===== config.mk =====
export PLATFORM = sky130hd
export DESIGN_NAME = wdt_regfront
export DESIGN_NICKNAME = d
export VERILOG_FILES = /design/src/rtl/wdt_rf_pkg.sv /design/src/rtl/wdt_rf_unlock.sv /design/src/rtl/wdt_rf_protregs.sv /design/src/rtl/wdt_rf_ctlregs.sv /design/src/rtl/wdt_regfront.sv
export SDC_FILE = /design/constraint.sdc
export NUM_CORES = 1
export LEC_CHECK = 0
export BUFFER_PORTS_ARGS = -buffer_cell sky130_fd_sc_hd__clkbuf_2
export CORE_UTILIZATION = 45
export CTS_CLUSTER_DIAMETER = 150
export CTS_CLUSTER_SIZE = 20
export DETAILED_ROUTE_END_ITERATION = 6
export GPL_TIMING_DRIVEN = 0
export PLACE_DENSITY = 0.85
export SLEW_MARGIN = 30
export SYNTH_ARGS = -nofsm -noshare
export SYNTH_HDL_FRONTEND = slang
export SYNTH_SLANG_ARGS = --single-unit
export TNS_END_PERCENT = 100

===== constraint.sdc =====
create_clock -name clk -period 2.5 [get_ports clk]
set_clock_uncertainty 0.1 [all_clocks]
set_input_delay 0.125 -clock clk [delete_from_list [all_inputs] [get_ports clk]]
set_output_delay 0.125 -clock clk [all_outputs]
set_load 0.1 [all_outputs]

===== src/rtl/wdt_rf_pkg.sv =====
package wdt_rf_pkg;

   typedef enum logic [1:0] {
      SZ_BYTE = 2'b00,
      SZ_HALF = 2'b01,
      SZ_WORD = 2'b10,
      SZ_RSVD = 2'b11
   } bus_size_e;

   typedef enum logic [1:0] {
      UL_IDLE  = 2'd0,
      UL_HALF  = 2'd1,
      UL_ARMED = 2'd2
   } unlock_e;

   localparam int KICK_BIT   = 8;
   localparam int FLAG_BIT_A = 9;
   localparam int FLAG_BIT_B = 12;

endpackage


===== src/rtl/wdt_rf_unlock.sv =====
module wdt_rf_unlock
   import wdt_rf_pkg::*;
#(
   parameter int DATA_W   = 32,
   parameter int ADDR_W   = 4,
   parameter int KEY_OFFS = 12,
   parameter int KEY_ONE  = 'h80,
   parameter int KEY_TWO  = 'h86
) (
   input  logic              clk,
   input  logic              rst_n,
   input  logic              we,
   input  logic [ADDR_W-1:0] addr,
   input  logic [1:0]        size,
   input  logic [DATA_W-1:0] wdata,
   output logic              armed,
   output logic              consume
);

   localparam logic [ADDR_W-1:0] KEY_A = ADDR_W'(KEY_OFFS);
   localparam logic [DATA_W-1:0] K1    = DATA_W'(KEY_ONE);
   localparam logic [DATA_W-1:0] K2    = DATA_W'(KEY_TWO);

   unlock_e           state_q, state_d;
   logic [DATA_W-1:0] lane_val;
   logic              key1_hit, key2_hit;

   always_comb begin
      case (size)
         SZ_BYTE: lane_val = {{(DATA_W-8){1'b0}}, wdata[7:0]};
         SZ_HALF: lane_val = {{(DATA_W-16){1'b0}}, wdata[15:0]};
         default: lane_val = wdata;
      endcase
   end

   assign key1_hit = we && (addr == KEY_A) && (lane_val == K1);
   assign key2_hit = we && (addr == KEY_A) && (lane_val == K2) && (state_q == UL_HALF);
   assign consume  = we && !key1_hit && !key2_hit && (state_q == UL_ARMED)
                     && (size != SZ_BYTE);

   always_comb begin
      state_d = state_q;
      if (key1_hit)      state_d = UL_HALF;
      else if (key2_hit) state_d = UL_ARMED;
      else if (consume)  state_d = UL_IDLE;
   end

   always_ff @(posedge clk) begin
      if (!rst_n) state_q <= UL_IDLE;
      else        state_q <= state_d;
   end

   assign armed = (state_q == UL_ARMED);

endmodule


===== src/rtl/wdt_rf_protregs.sv =====
module wdt_rf_protregs
   import wdt_rf_pkg::*;
#(
   parameter int DATA_W      = 32,
   parameter int ADDR_W      = 4,
   parameter int PRELOAD_W   = 20,
   parameter int PRELOAD_RST = 'hFFFFF,
   parameter int T1_OFFS     = 0,
   parameter int T2_OFFS     = 4,
   parameter int KEY_OFFS    = 12
) (
   input  logic                            clk,
   input  logic                            rst_n,
   input  logic                            consume,
   input  logic [ADDR_W-1:0]               addr,
   input  logic [1:0]                      size,
   input  logic [DATA_W-1:0]               wdata,
   output logic [1:0][PRELOAD_W-1:0]       preload,
   output logic                            kick,
   output logic                            flag_clr
);

   localparam logic [ADDR_W-1:0] KEY_A = ADDR_W'(KEY_OFFS);

   for (genvar g = 0; g < 2; g++) begin : g_pre
      localparam logic [ADDR_W-1:0] OFFS = ADDR_W'((g == 0) ? T1_OFFS : T2_OFFS);
      logic [PRELOAD_W-1:0] pre_q;
      always_ff @(posedge clk) begin
         if (!rst_n)
            pre_q <= PRELOAD_W'(PRELOAD_RST);
         else if (consume && (size == SZ_WORD) && (addr == OFFS))
            pre_q <= wdata[PRELOAD_W-1:0];
      end
      assign preload[g] = pre_q;
   end

   logic half_hit;
   logic kick_q, clr_q;

   assign half_hit = consume && (size == SZ_HALF) && (addr == KEY_A);

   always_ff @(posedge clk) begin
      if (!rst_n) begin
         kick_q <= 1'b0;
         clr_q  <= 1'b0;
      end else begin
         kick_q <= half_hit && wdata[KICK_BIT];
         clr_q  <= half_hit && (wdata[FLAG_BIT_A] || wdata[FLAG_BIT_B]);
      end
   end

   assign kick     = kick_q;
   assign flag_clr = clr_q;

endmodule


===== src/rtl/wdt_rf_ctlregs.sv =====
module wdt_rf_ctlregs #(
   parameter int CFG_W        = 16,
   parameter int LOCK_W       = 8,
   parameter int NOREBOOT_BIT = 5,
   parameter int FAST_BIT     = 2,
   parameter int IRQ_LSB      = 0,
   parameter int LOCK_BIT     = 0,
   parameter int EN_BIT       = 1,
   parameter int FREE_BIT     = 2
) (
   input  logic              clk,
   input  logic              rst_n,
   input  logic              cfg_we,
   input  logic [CFG_W-1:0]  cfg_wdata,
   input  logic              lock_we,
   input  logic [LOCK_W-1:0] lock_wdata,
   output logic              reboot_en,
   output logic              fast_scale,
   output logic [1:0]        irq_type,
   output logic              locked,
   output logic              enable,
   output logic              free_run
);

   logic       reb_q, fast_q, lock_q, en_q, free_q;
   logic [1:0] irq_q;

   always_ff @(posedge clk) begin
      if (!rst_n) begin
         reb_q  <= 1'b1;
         fast_q <= 1'b0;
         irq_q  <= 2'd0;
      end else if (cfg_we) begin
         reb_q  <= !cfg_wdata[NOREBOOT_BIT];
         fast_q <= cfg_wdata[FAST_BIT];
         irq_q  <= cfg_wdata[IRQ_LSB +: 2];
      end
   end

   always_ff @(posedge clk) begin
      if (!rst_n) begin
         lock_q <= 1'b0;
         en_q   <= 1'b0;
         free_q <= 1'b0;
      end else if (lock_we && !lock_q) begin
         lock_q <= lock_wdata[LOCK_BIT];
         en_q   <= lock_wdata[EN_BIT];
         free_q <= lock_wdata[FREE_BIT];
      end
   end

   assign reboot_en  = reb_q;
   assign fast_scale = fast_q;
   assign irq_type   = irq_q;
   assign locked     = lock_q;
   assign enable     = en_q;
   assign free_run   = free_q;

endmodule


===== src/rtl/wdt_regfront.sv =====
module wdt_regfront
   import wdt_rf_pkg::*;
#(
   parameter int DATA_W      = 32,
   parameter int ADDR_W      = 4,
   parameter int PRELOAD_W   = 20,
   parameter int PRELOAD_RST = 'hFFFFF,
   parameter int CFG_W       = 16,
   parameter int LOCK_W      = 8,
   parameter int T1_OFFS     = 0,
   parameter int T2_OFFS     = 4,
   parameter int KEY_OFFS    = 12,
   parameter int KEY_ONE     = 'h80,
   parameter int KEY_TWO     = 'h86,
   parameter bit RDATA_REG   = 1'b1
) (
   input  logic                 clk,
   input  logic                 rst_n,
   input  logic                 bus_we,
   input  logic                 bus_re,
   input  logic [ADDR_W-1:0]    bus_addr,
   input  logic [1:0]           bus_size,
   input  logic [DATA_W-1:0]    bus_wdata,
   output logic [DATA_W-1:0]    bus_rdata,
   input  logic                 cfg_we,
   input  logic [CFG_W-1:0]     cfg_wdata,
   input  logic                 lock_we,
   input  logic [LOCK_W-1:0]    lock_wdata,
   input  logic                 core_prev_flag,
   output logic [PRELOAD_W-1:0] t1_preload,
   output logic [PRELOAD_W-1:0] t2_preload,
   output logic                 wd_kick,
   output logic                 wd_flag_clr,
   output logic                 wd_enable,
   output logic                 wd_free_run,
   output logic                 wd_locked,
   output logic                 reboot_en,
   output logic                 fast_scale,
   output logic [1:0]           irq_type
);

   localparam logic [ADDR_W-1:0] KEY_A = ADDR_W'(KEY_OFFS);

   if (DATA_W < 16) begin : g_chk_data
      $error("wdt_regfront: DATA_W must be at least 16");
   end
   if (PRELOAD_W > DATA_W) begin : g_chk_pre
      $error("wdt_regfront: PRELOAD_W must not exceed DATA_W");
   end
   if ((1 << ADDR_W) <= KEY_OFFS) begin : g_chk_addr
      $error("wdt_regfront: ADDR_W too small for the key offset");
   end
   if (CFG_W < 6 || LOCK_W < 3) begin : g_chk_ctl
      $error("wdt_regfront: control register widths too small");
   end

   logic                       armed;
   logic                       consume;
   logic [1:0][PRELOAD_W-1:0]  preload;

   wdt_rf_unlock #(
      .DATA_W(DATA_W), .ADDR_W(ADDR_W), .KEY_OFFS(KEY_OFFS),
      .KEY_ONE(KEY_ONE), .KEY_TWO(KEY_TWO)
   ) i_unlock (
      .clk(clk), .rst_n(rst_n), .we(bus_we), .addr(bus_addr),
      .size(bus_size), .wdata(bus_wdata), .armed(armed), .consume(consume)
   );

   wdt_rf_protregs #(
      .DATA_W(DATA_W), .ADDR_W(ADDR_W), .PRELOAD_W(PRELOAD_W),
      .PRELOAD_RST(PRELOAD_RST), .T1_OFFS(T1_OFFS), .T2_OFFS(T2_OFFS),
      .KEY_OFFS(KEY_OFFS)
   ) i_prot (
      .clk(clk), .rst_n(rst_n), .consume(consume), .addr(bus_addr),
      .size(bus_size), .wdata(bus_wdata), .preload(preload),
      .kick(wd_kick), .flag_clr(wd_flag_clr)
   );

   wdt_rf_ctlregs #(
      .CFG_W(CFG_W), .LOCK_W(LOCK_W)
   ) i_ctl (
      .clk(clk), .rst_n(rst_n), .cfg_we(cfg_we), .cfg_wdata(cfg_wdata),
      .lock_we(lock_we), .lock_wdata(lock_wdata), .reboot_en(reboot_en),
      .fast_scale(fast_scale), .irq_type(irq_type), .locked(wd_locked),
      .enable(wd_enable), .free_run(wd_free_run)
   );

   assign t1_preload = preload[0];
   assign t2_preload = preload[1];

   logic              rd_hit;
   logic [DATA_W-1:0] rd_val;

   assign rd_hit = bus_re && (bus_size == SZ_HALF) && (bus_addr == KEY_A);

   always_comb begin
      rd_val = '0;
      if (rd_hit) begin
         rd_val[FLAG_BIT_A] = core_prev_flag;
         rd_val[FLAG_BIT_B] = core_prev_flag;
      end
   end

   if (RDATA_REG) begin : g_rd_reg
      logic [DATA_W-1:0] rdata_q;
      always_ff @(posedge clk) begin
         if (!rst_n) rdata_q <= '0;
         else        rdata_q <= rd_val;
      end
      assign bus_rdata = rdata_q;
   end else begin : g_rd_comb
      assign bus_rdata = rd_val;
   end

endmodule


==> metrics.cfg <==
[cts]
cts_made_buffers = 5
path_clk_slew_ns = 0.08
h-tree-depth = 2
cts.path.max_buffers = 2
cts_resized = 0
cts_tree = built
root_buffer = clkbuf_8
cts.sinks = 52
clk_latency_ns = 0.30

[synthesis]
synth_cell_types = 31
syn_inst = 251
syn_area_mm2 = 0.00224
synth-seq-cells = 52
synth_area_leaders = dfxtp_1 (47%), mux2i_1 (11%), nand2_1 (11%)
yosysWarningCount = 0
syn_area_per_cell_um2 = 8.92
synth_top_area_share = 0.465
seq_area_frac_synth = 0.465
post-synth-top-area-cell = dfxtp_1

[setup_path]
critical_path_arrival_ns = 2.15
cp_max_fo = 3
critPathCaptureType = flop
reg2reg_depth = 6
cp.required_ns = 2.62
crit_type = in -> reg
reg2reg_slack_ns = 0.84
start_kind = input pin
reg2reg_from = i_unlock.state_q[1]$_SDFFE_PP0P_
r2r-end = i_prot.g_pre[0].pre_q[19]$_SDFFE_PN1P_

[global_route]
gr-total-overflow = 0
antenna_found_initial = 0
grt_pass1_wl_um = 9190
grt_pass1_vias = 2065
grt_start_max_net_pins = 15
gr-usage-met3 = 0.0500
use_met1 = 0.270
grt_usage = 0.227
busiest_layer = met2
use_met2 = 0.388

[status]
status = finished, final reports clean

[pwr]
power_density_mw_per_mm2 = 537
combPwrFrac = 0.241
seq_power_share = 0.475
ir_worst_vdd_mv = 0.382
swShare = 0.326
p_sw_mw = 0.575
pwr-share-clk = 0.284
power_leakage_nw = 1.79
p_int_mw = 1.19

[drt]
wl_um = 5860
drt_iter0_markers = 179
wl_per_cell_um = 12.2
drt_first_pass_iters = 4
drc = 0
detail-route-antenna-nets = 0
vias = 2240
via_per_inst = 4.67

[cells_and_area]
nets = 482
layout_common_cells = clkbuf_2 (101), nand2_1 (64), dfxtp_1 (52)
final_common_cell = clkbuf_2
stdcell_count = 480
drive_above_1_share = 0.356
fillers = 399
diodes = 0
syn2layout_area_growth_pct = 46.7

[sta]
hold_ws_ns = 0.0167
hold_violations = 0
layout_min_cycle_time_ns = 2.03
max_slew_margin = 0.627
worstMarginPinSlew_ns = 0.562
max_freq_mhz = 493
report.final.slew_viol_count = 0
grt_setup_unrepaired = false
fin_crit_sh = 0.811
setup_viol = 0
tns_ns = 0

[run]
maxCapViolations = 0

[place]
place_congestion = 0.800
port_buffers = 101
placedCellCount = 448
dpl.hpwl_um = 4200

[hold_path]
min-delay-start = bus_wdata[9]
min_to = i_prot.g_pre[1].pre_q[9]$_SDFFE_PN1P_
holdPathStages = 3
min_path_type = in -> reg

[die]
placeableCoreArea_mm2 = 0.00475
chipWidth_um = 72.5
die_y_um = 72.5
io_pins = 150
num_rows = 25
die-area_mm2 = 0.00526
start_util = 0.471

[sequential cells by signal (all words and copies together) (netlist names)]
signal,cells
i_ctl.locked,1
bus_rdata,1
i_ctl.reboot_en,1
i_unlock.state_q,2
i_prot.g_pre.pre_q,40
i_ctl.enable,1
i_prot.kick,1
i_ctl.irq_type,2
i_ctl.free_run,1
i_prot.flag_clr,1
i_ctl.fast_scale,1
[critical path: stages]
cell	delay, ns
dlygate4sd3_1	0.53
clkbuf_2	0.13
nor4_1	0.41
a31oi_1	0.20
or4_1	0.56
a21oi_1	0.19
[per-layer routing]
metal	share of wire	vias to the layer above
met5	0	-
met4	0.022	0
met3	0.079	12
met2	0.50	114
met1	0.39	1013
li1	-	1101
[power groups by stage]
stage               Clock [mW]  Combinational [mW]  Sequential [mW]
floorplan                    0               0.268            0.907
global placement             0               0.388            0.857
detailed placement           0               0.390            0.857
CTS                      0.515               0.421            0.838
global route             0.554               0.443            0.839
finish                   0.502               0.425            0.838
[cell usage after synthesis, drive strengths merged]
library cell and instances:
and4b 1, nor4 6, nor3 1, mux2i 24, nor2 8, a31oi 1
and3 1, or4 1, a41oi 1, dfxtp 52, nand2 64, nor2b 8
inv 3, conb 1, o41ai 1, o211a 1, or3 1, nand4bb 2
and3b 1, nand3 20, clkbuf 8, nand4 1, buf 35, o211ai 2
o21ai 2, a21oi 2, nor4b 2, nand4b 1
[timing repair]
action | CTS | global route
buffers inserted | 0 | 0
hold buffers | 25 | 0
endpoints found under the hold margin | 37 | 0
[worst max-delay path by stage]
stage                                         start                                to  slack [ns]  cells past startpoint
after floorplan           i_ctl.locked$_SDFFE_PN0P_         i_ctl.enable$_SDFFE_PN0P_        0.91                      3
after global placement                bus_wdata[10]  i_unlock.state_q[1]$_SDFFE_PP0P_        0.78                      5
after detailed placement              bus_wdata[10]  i_unlock.state_q[0]$_SDFFE_PN0P_        0.74                      5
after CTS                             bus_wdata[10]  i_unlock.state_q[0]$_SDFFE_PN0P_        0.50                      6
after global routing                  bus_wdata[10]  i_unlock.state_q[0]$_SDFFE_PN0P_        0.33                      6
final                                 bus_wdata[10]  i_unlock.state_q[0]$_SDFFE_PN0P_        0.47                      6
[per-stage QoR]
stage / worst slack (ns) / area [um2] / util / power [mW]
2_1_floorplan: 0.915 / 2350 / - / 1.17
3_3_place_gp: 0.777 / 2940 / 0.618 / 1.24
3_5_place_dp: 0.741 / 2940 / 0.618 / 1.25
4_1_cts: 0.497 / 3280 / 0.691 / 1.77
5_1_grt: 0.334 / 3280 / 0.691 / 1.84
6_report: 0.473 / 3280 / 0.691 / 1.76
[cells by family (layout without fill, tap and decap cells)]
logic type | Yosys count | after routing | synth area share
and+or+nand+nor | 118 | 118 | 0.264
other | 1 | 30 | 0.00168
muxes | 24 | 24 | 0.107
buffers and inverters | 46 | 179 | 0.131
DFF | 52 | 52 | 0.465
AOI/OAI and AO/OA | 10 | 10 | 0.0307
[final cells by class]
cell class / instances / area [um2] / share of cell area
Tap cell: 67 / 83.8 / 0.0255
Sequential cell: 52 / 1040 / 0.317
Multi-Input combinational cell: 182 / 1010 / 0.308
Buffer: 43 / 283 / 0.0861
Clock buffer: 7 / 96.3 / 0.0293
Inverter: 3 / 11.3 / 0.00343
Timing Repair Buffer: 126 / 756 / 0.230
(Power assumes the default switching activity.)
